### config.mk
export PLATFORM = sky130hd
export DESIGN_NAME = magcomp_top
export DESIGN_NICKNAME = d
export VERILOG_FILES = /design/src/rtl/magcomp_pkg.sv /design/src/rtl/magcomp_fold.sv /design/src/rtl/magcomp_rot.sv /design/src/rtl/magcomp_scale.sv /design/src/rtl/magcomp_log.sv /design/src/rtl/magcomp_top.sv
export SDC_FILE = /design/constraint.sdc
export NUM_CORES = 1
export LEC_CHECK = 0
export ABC_AREA = 0
export BUFFER_PORTS_ARGS = -buffer_cell sky130_fd_sc_hd__buf_2
export CORE_MARGIN = 4
export CORE_UTILIZATION = 40
export CTS_CLUSTER_SIZE = 16
export DETAILED_ROUTE_END_ITERATION = 8
export GPL_TIMING_DRIVEN = 0
export PLACE_DENSITY = 0.56
export RECOVER_POWER = 25
export SKIP_LAST_GASP = 1
export SYNTH_ARGS = -nofsm -noshare
export SYNTH_HDL_FRONTEND = slang
export SYNTH_SLANG_ARGS = --single-unit
export TNS_END_PERCENT = 100
### constraint.sdc
create_clock -name clk -period 16.3 [get_ports clk]
set_input_delay 0.815 -clock clk [delete_from_list [all_inputs] [get_ports clk]]
set_output_delay 0.815 -clock clk [all_outputs]
set_load 0.05 [all_outputs]
### src/rtl/magcomp_pkg.sv
package magcomp_pkg;

    // Shared configuration of the magnitude estimator.
    localparam int IN_W      = 16;              // signed input part width
    localparam int GUARD     = 3;               // fractional guard bits in the rotator
    localparam int IW        = IN_W + GUARD + 4; // internal signed vector width
    localparam int MAG_W     = 15;              // magnitude output width
    localparam int CODE_W    = 6;               // log code width
    localparam int POS_W     = CODE_W - 2;      // exponent field of the code
    localparam int N_ROT     = 3;               // micro-rotation count
    localparam int TAN_FRAC  = 10;              // fraction bits of tangent constants
    localparam int GAIN_FRAC = 15;              // fraction bits of gain constant
    localparam int GAIN_Q    = 20995;           // 1/K in Q15, K from the quantised tangents
    localparam int LAT       = N_ROT + 3;       // fold + rotations + scale + log

    localparam logic signed [IN_W-1:0] IN_MIN = {1'b1, {(IN_W-1){1'b0}}};

    // Tangent of each rotation angle in Q(TAN_FRAC).
    function automatic int tan_q(input int k);
        case (k)
            0:       return 1 << TAN_FRAC;
            1:       return 424;
            default: return 204;
        endcase
    endfunction

    // Upper tangent bound (Q10) of the residual angle after each stage.
    function automatic int bound_q(input int k);
        case (k)
            0:       return 1040;
            1:       return 430;
            default: return 210;
        endcase
    endfunction

    typedef struct packed {
        logic                 vld;
        logic signed [IW-1:0] x;
        logic signed [IW-1:0] y;
    } vec_t;

    typedef struct packed {
        logic             vld;
        logic [MAG_W-1:0] mag;
    } mag_t;

    typedef struct packed {
        logic              vld;
        logic [MAG_W-1:0]  mag;
        logic [CODE_W-1:0] code;
    } res_t;

endpackage

### src/rtl/magcomp_fold.sv
module magcomp_fold
    import magcomp_pkg::*;
(
    input  logic                   clk,
    input  logic                   rst_n,
    input  logic                   en,
    input  logic                   in_vld,
    input  logic signed [IN_W-1:0] re,
    input  logic signed [IN_W-1:0] im,
    output vec_t                   o
);

    localparam int PAD = IW - IN_W - GUARD + 1;

    vec_t st_d, st_q;

    function automatic logic [IN_W-2:0] sat_abs(input logic signed [IN_W-1:0] v);
        logic signed [IN_W-1:0] n;
        n = -v;
        if (v == IN_MIN)
            return {(IN_W-1){1'b1}};
        else if (v[IN_W-1])
            return n[IN_W-2:0];
        else
            return v[IN_W-2:0];
    endfunction

    always_comb begin
        st_d = st_q;
        if (en) begin
            st_d.vld = in_vld;
            st_d.x   = $signed({{PAD{1'b0}}, sat_abs(re), {GUARD{1'b0}}});
            st_d.y   = $signed({{PAD{1'b0}}, sat_abs(im), {GUARD{1'b0}}});
        end
    end

    always_ff @(posedge clk) begin
        if (!rst_n) st_q <= '0;
        else        st_q <= st_d;
    end

    assign o = st_q;

    // folded operands are non-negative and never above the saturated full scale
    assert_fold_range_R1: assert property (@(posedge clk) disable iff (!rst_n)
        st_q.vld |-> (st_q.x >= 0 && st_q.y >= 0 &&
                      st_q.x <= $signed(IW'(((1 << (IN_W-1)) - 1) << GUARD)) &&
                      st_q.y <= $signed(IW'(((1 << (IN_W-1)) - 1) << GUARD))));

endmodule

### src/rtl/magcomp_rot.sv
module magcomp_rot
    import magcomp_pkg::*;
#(
    parameter int TAN_Q   = 1024,
    parameter int BOUND_Q = 1040
)(
    input  logic clk,
    input  logic rst_n,
    input  logic en,
    input  vec_t i,
    output vec_t o
);

    localparam int PW = IW + TAN_FRAC + 2;
    localparam logic signed [TAN_FRAC+1:0] TAN_C = (TAN_FRAC+2)'(TAN_Q);

    vec_t st_d, st_q;
    logic signed [PW-1:0] px, py;
    logic signed [IW-1:0] tx, ty;

    always_comb begin
        px = $signed(i.x) * TAN_C;
        py = $signed(i.y) * TAN_C;
        tx = IW'(px >>> TAN_FRAC);
        ty = IW'(py >>> TAN_FRAC);
        st_d = st_q;
        if (en) begin
            st_d.vld = i.vld;
            if (i.y >= 0) begin
                st_d.x = i.x + ty;
                st_d.y = i.y - tx;
            end else begin
                st_d.x = i.x - ty;
                st_d.y = i.y + tx;
            end
        end
    end

    always_ff @(posedge clk) begin
        if (!rst_n) st_q <= '0;
        else        st_q <= st_d;
    end

    assign o = st_q;

    // residual angle bookkeeping for the checks below
    longint ay_l, bx_l;
    always_comb begin
        ay_l = (st_q.y < 0) ? -longint'(st_q.y) : longint'(st_q.y);
        ay_l = ay_l * 1024;
        bx_l = longint'(st_q.x) * BOUND_Q + 16 * 1024;
    end

    // the rotated real part stays positive
    assert_rot_xpos_R2: assert property (@(posedge clk) disable iff (!rst_n)
        st_q.vld |-> st_q.x >= 0);

    // each stage narrows the residual angle toward the real axis
    assert_rot_converge_R2: assert property (@(posedge clk) disable iff (!rst_n)
        st_q.vld |-> ay_l <= bx_l);

endmodule

### src/rtl/magcomp_scale.sv
module magcomp_scale
    import magcomp_pkg::*;
(
    input  logic clk,
    input  logic rst_n,
    input  logic en,
    input  vec_t i,
    output mag_t o
);

    localparam int PW = IW + GAIN_FRAC + 2;
    localparam int SH = GAIN_FRAC + GUARD;
    localparam logic signed [GAIN_FRAC+1:0] GAIN_C = (GAIN_FRAC+2)'(GAIN_Q);
    localparam logic signed [PW-1:0] RND   = PW'(1) <<< (SH - 1);
    localparam logic signed [PW-1:0] MAXV  = (PW'(1) <<< MAG_W) - PW'(1);

    mag_t st_d, st_q;
    logic signed [PW-1:0] prod, rsh;

    always_comb begin
        prod = $signed(i.x) * GAIN_C;
        rsh  = (prod + RND) >>> SH;
        st_d = st_q;
        if (en) begin
            st_d.vld = i.vld;
            if (rsh > MAXV)
                st_d.mag = {MAG_W{1'b1}};
            else if (rsh < 0)
                st_d.mag = '0;
            else
                st_d.mag = rsh[MAG_W-1:0];
        end
    end

    always_ff @(posedge clk) begin
        if (!rst_n) st_q <= '0;
        else        st_q <= st_d;
    end

    assign o = st_q;

    // a clearly non-zero rotated vector never collapses to zero magnitude
    assert_scale_nonzero_R2: assert property (@(posedge clk) disable iff (!rst_n)
        (en && i.vld && i.x >= $signed(IW'(64 << GUARD))) |=> (st_q.vld && st_q.mag != 0));

endmodule

### src/rtl/magcomp_log.sv
module magcomp_log
    import magcomp_pkg::*;
(
    input  logic clk,
    input  logic rst_n,
    input  logic en,
    input  mag_t i,
    output res_t o
);

    res_t st_d, st_q;
    logic [POS_W-1:0] pos;
    logic             found;
    logic [MAG_W+1:0] sh;

    always_comb begin
        pos   = '0;
        found = 1'b0;
        for (int b = MAG_W - 1; b >= 0; b--) begin
            if (!found && i.mag[b]) begin
                pos   = POS_W'(b);
                found = 1'b1;
            end
        end
        sh   = {i.mag, 2'b00} >> pos;
        st_d = st_q;
        if (en) begin
            st_d.vld  = i.vld;
            st_d.mag  = i.mag;
            st_d.code = found ? {pos, sh[1:0]} : '0;
        end
    end

    always_ff @(posedge clk) begin
        if (!rst_n) st_q <= '0;
        else        st_q <= st_d;
    end

    assign o = st_q;

    // the exponent field never names a bit above the magnitude width
    assert_log_exp_range_R4: assert property (@(posedge clk) disable iff (!rst_n)
        st_q.vld |-> st_q.code[CODE_W-1:2] <= POS_W'(MAG_W - 1));

endmodule

### src/rtl/magcomp_top.sv
module magcomp_top
    import magcomp_pkg::*;
(
    input  logic              clk,
    input  logic              rst_n,
    input  logic              in_valid,
    output logic              in_ready,
    input  logic [15:0]       in_re,
    input  logic [15:0]       in_im,
    output logic              out_valid,
    input  logic              out_ready,
    output logic [14:0]       out_mag,
    output logic [5:0]        out_code
);

    vec_t rot_v [N_ROT+1];
    mag_t mag_v;
    res_t res_v;
    logic adv;

    // Whole-pipeline advance: free slot at the end or consumer taking it.
    assign adv = !res_v.vld || out_ready;

    magcomp_fold u_fold (
        .clk    (clk),
        .rst_n  (rst_n),
        .en     (adv),
        .in_vld (in_valid),
        .re     ($signed(in_re)),
        .im     ($signed(in_im)),
        .o      (rot_v[0])
    );

    for (genvar g = 0; g < N_ROT; g++) begin : g_rot
        magcomp_rot #(
            .TAN_Q   (tan_q(g)),
            .BOUND_Q (bound_q(g))
        ) u_rot (
            .clk   (clk),
            .rst_n (rst_n),
            .en    (adv),
            .i     (rot_v[g]),
            .o     (rot_v[g+1])
        );
    end

    magcomp_scale u_scale (
        .clk   (clk),
        .rst_n (rst_n),
        .en    (adv),
        .i     (rot_v[N_ROT]),
        .o     (mag_v)
    );

    magcomp_log u_log (
        .clk   (clk),
        .rst_n (rst_n),
        .en    (adv),
        .i     (mag_v),
        .o     (res_v)
    );

    assign in_ready  = adv;
    assign out_valid = res_v.vld;
    assign out_mag   = res_v.mag;
    assign out_code  = res_v.code;

    // a held result does not move or vanish
    assert_stall_hold_R7: assert property (@(posedge clk) disable iff (!rst_n)
        (out_valid && !out_ready) |=> (out_valid && $stable(out_mag) && $stable(out_code)));

    // an empty output slot always lets the input through
    assert_ready_when_empty_R7: assert property (@(posedge clk) disable iff (!rst_n)
        !out_valid |-> in_ready);

    // a stalled output blocks the input
    assert_block_on_stall_R7: assert property (@(posedge clk) disable iff (!rst_n)
        (out_valid && !out_ready) |-> !in_ready);

    // a zero magnitude is reported with the zero code
    assert_zero_code_R5: assert property (@(posedge clk) disable iff (!rst_n)
        (out_valid && out_mag == '0) |-> out_code == '0);

endmodule

==> results.txt <==
- Counting flops with a built-in enable in the synthesized netlist gives 0.
- The tool flagged a number of max-cap violations equal to 0.
- Clock tree synthesis found a total of around 170 sinks.
* Width of the chip: between 200 and 300 µm
- In the routed design, unresolved DRC markers number 0.
- Number of antenna violations at the first check in global routing: 3
- The first TritonRoute pass finished after 5 iterations.
- Die ar.: 65,500 µm²
- For hold timing, the worst endpoint is u_log.o[9].
- Maximum number of pins on one net before global-route repair: 24
- In the global route stage, met2 resource usage came out at 0.364.
- Summed over all layers, the global routing overflow is 0.
- For the pin with the worst max-slew slack, the measured transition is ~1300 ps.
* Met1 Track Usage GR: 0.307
* Most used flip-flop cell after synthesis: sky130_fd_sc_hd__dfxtp_1
- Global-route total usage across every layer: 0.220
* Period utilization: 0.497
- Hold_buf cts: 0
- Worst Hold Depth: 2
- Class of the worst hold path: reg -> reg
* Top-Level Pins: 59
- The final-report max-slew violation count was 0.
- Counting the buffers created by CTS gives 17.
* Maximum fanout count along the critical path: 9
* Data arrival time at the worst-slack endpoint: ~8400 ps
* Slowest cell on the critical path: sky130_fd_sc_hd__o21ai_0
- Data required time of the worst path: 16,630 ps
- First-pass GRT wire length: around 120,000 µm
- Synthesis instantiated 92 different standard cells from the library.
- Startpoint class of the critical path: register
- In this run the core area contains 90 standard-cell rows.
* Root Buffer Master: sky130_fd_sc_hd__clkbuf_16
* Number of cells on the worst reg-to-reg path: 27
- Post-CTS setup buffers: 0
- WL per Instance: around 19 µm
- Most common cell after layout, fill and taps aside: sky130_fd_sc_hd__ha_1
- Summed over all failing endpoints, the final setup total negative slack is 0 ps.
- Clock latency on the worst-skew pair: 490 ps
- In this run the critical register-to-register path is captured at g_rot[1].u_rot.o[44].
* HPWL after DPL: between 60,000 and 70,000 µm
* Type of element capturing the critical path: register
- Final-report hold violation count: 0
- Gates resized during post-CTS repair numbered 0.
- For this run, the number of Yosys warnings is 0.
- Headroom to the max-slew limit came out at 0.153.
- Clock-pin slew of the registers on the worst-case setup and hold paths: 90 ps
- Routability-driven placement finished with a final weighted congestion of between 0.9 and 1.
- Synthesis produced around 3,000 cells.
- The detail route stage leaves a number of antenna-violating nets equal to 0.
- Number of vias in the routed layout: 21,600
* Cell Area, Synth: around 25,000 µm²
- Final count of negative-setup-slack endpoints: 0
- The critical path in this run is classified as reg -> reg.
- The largest single stage delay on the critical path is ~760 ps.
- Wires add up to 74,200 µm.
- For this run, global-route usage on met3 was measured as 0.0313.
* Worst clock skew: 14.4 ps
- Part of the Yosys area used for sequential elements: 0.140
* Deepest level of the CTS H-tree: 4
- R2R setup slack: between 8000 and 9000 ps
* RSZ-0062 raised after global routing: no
* Starting Density: 0.406
- In this run the tool buffered the top-level ports with between 50 and 60 buffer cells.
- Hold path start: u_log.o[9]
- Most common cell on crit path: sky130_fd_sc_hd__ha_1
* Nets in the synthesized netlist: between 3,000 and 4,000
* Net count reported at finish: between 3,000 and 4,000
* F_max: 0.123 GHz
* Via-per-instance ratio: about 5.5
- From bottom edge to top edge, the die measures 256 µm.
- Counting flops and latches in the post-synthesis netlist gives ~170.
- The number of global-route vias before repair is 20,500.
* Top Usage Layer GRT: met2
- Diodes inserted: 0
- CTS tree: built
* Most frequent cells in the layout: sky130_fd_sc_hd__ha_1 (432), sky130_fd_sc_hd__inv_1 (402), sky130_fd_sc_hd__nand2_1 (275)
* Async set-reset flop share out of synthesis: 0
- Run status: complete, no violations
- Detailed router's first-iteration violation count: around 1,500
* Reg-to-reg startpoint: g_rot[0].u_rot.o[8]
- Fraction of final layout cells with drive strength greater than 1: 0.0447
* Placeable Area: approximately 61,000 µm²
* Final critical path time including I/O delays and setup: 8110 ps
- Mean instance size in the synthesized netlist: about 8.1 µm²
* Layout area overhead: 7.70%
- CTS max path bufs: 2
[final cells by class]
cell class	instances	area (µm²)
fill	6143	34100
multi-input combinational	2373	19200
sequential	172	3440
inverter	406	1520
tap	782	978
clock buffer	17	425
buffer	94	380
timing repair buffer	58	263
clock inverter	15	230
[cell families (layout without fill, tap and decap cells)]
family / Yosys count / in the layout / synth area share
multiplexers: 25 / 25 / 0.0104
adder cells (fa/ha/maj): 580 / 580 / 0.340
buffers and inverters: 500 / 590 / 0.0776
flip-flops: 172 / 172 / 0.140
AND/OR/NAND/NOR: 776 / 776 / 0.151
AO/OA/AOI/OAI: 752 / 752 / 0.195
XOR/XNOR: 240 / 240 / 0.0854
[critical path: cells and delay by family (launching register included)]
kind / cells / cell delay (ps)
multiplexers: 1 / 230
flip-flops: 1 / 700
adder cells (fa/ha/maj): 6 / 2250
AND/OR/NAND/NOR: 5 / 1050
buffers and inverters: 4 / 380
AO/OA/AOI/OAI: 8 / 2760
XOR/XNOR: 3 / 580
[per-layer routing]
layer  vias up  part of all wire
met2       463              0.46
li1      10600                 -
met4         0             0.020
met3        58             0.046
met1     10500              0.47
met5         -                 0
[cell usage after synthesis, types with 28 or more instances]
cell / number / area share
sky130_fd_sc_hd__or3_1: 36 / 0.0092
sky130_fd_sc_hd__nor2b_1: 28 / 0.0071
sky130_fd_sc_hd__clkbuf_1: 80 / 0.012
sky130_fd_sc_hd__xor2_1: 68 / 0.024
sky130_fd_sc_hd__fa_1: 148 / 0.12
sky130_fd_sc_hd__nand3_1: 51 / 0.010
sky130_fd_sc_hd__nor2_1: 180 / 0.027
sky130_fd_sc_hd__dfxtp_1: 172 / 0.14
sky130_fd_sc_hd__a21oi_1: 262 / 0.053
sky130_fd_sc_hd__ha_1: 432 / 0.22
sky130_fd_sc_hd__inv_1: 402 / 0.061
sky130_fd_sc_hd__nor3_1: 50 / 0.010
sky130_fd_sc_hd__nand2_1: 275 / 0.042
sky130_fd_sc_hd__xnor2_1: 172 / 0.061
sky130_fd_sc_hd__o21ai_0: 154 / 0.031
sky130_fd_sc_hd__a21o_1: 46 / 0.014
sky130_fd_sc_hd__a211oi_1: 45 / 0.014
[how the worst max path moves through the flow]
stage | from | endpoint | cells after the start
after floorplan | g_rot[0].u_rot.o[29] | g_rot[1].u_rot.o[20] | 28
after global placement | g_rot[0].u_rot.o[8] | g_rot[1].u_rot.o[44] | 27
after detailed placement | g_rot[0].u_rot.o[8] | g_rot[1].u_rot.o[44] | 27
after CTS | g_rot[0].u_rot.o[8] | g_rot[1].u_rot.o[44] | 27
after global routing | g_rot[0].u_rot.o[8] | g_rot[1].u_rot.o[44] | 27
final | g_rot[0].u_rot.o[8] | g_rot[1].u_rot.o[44] | 27
[registers in the layout, indices dropped and copies added (netlist names)]
name and cells:
g_rot.u_rot.o 103, u_fold.o 31, u_log.o 22, u_scale.o 16
[metrics by stage]
step                utilization  hold slack, ps  cell area [µm²]  worst slack, ps  std cells
global placement          0.427             439            25900             8410       3885
floorplan                     -             432            24600             9620       3045
CTS                       0.438             454            26500             8290       3917
detailed placement        0.427             441            25900             8340       3885
finish                    0.437             457            26500             8190       3917
global route              0.437             475            26500             7750       3917
Power is left out: the tool's default activity adds up to more than one toggle a clock period on the data nets, which glitch-free logic cannot reach.
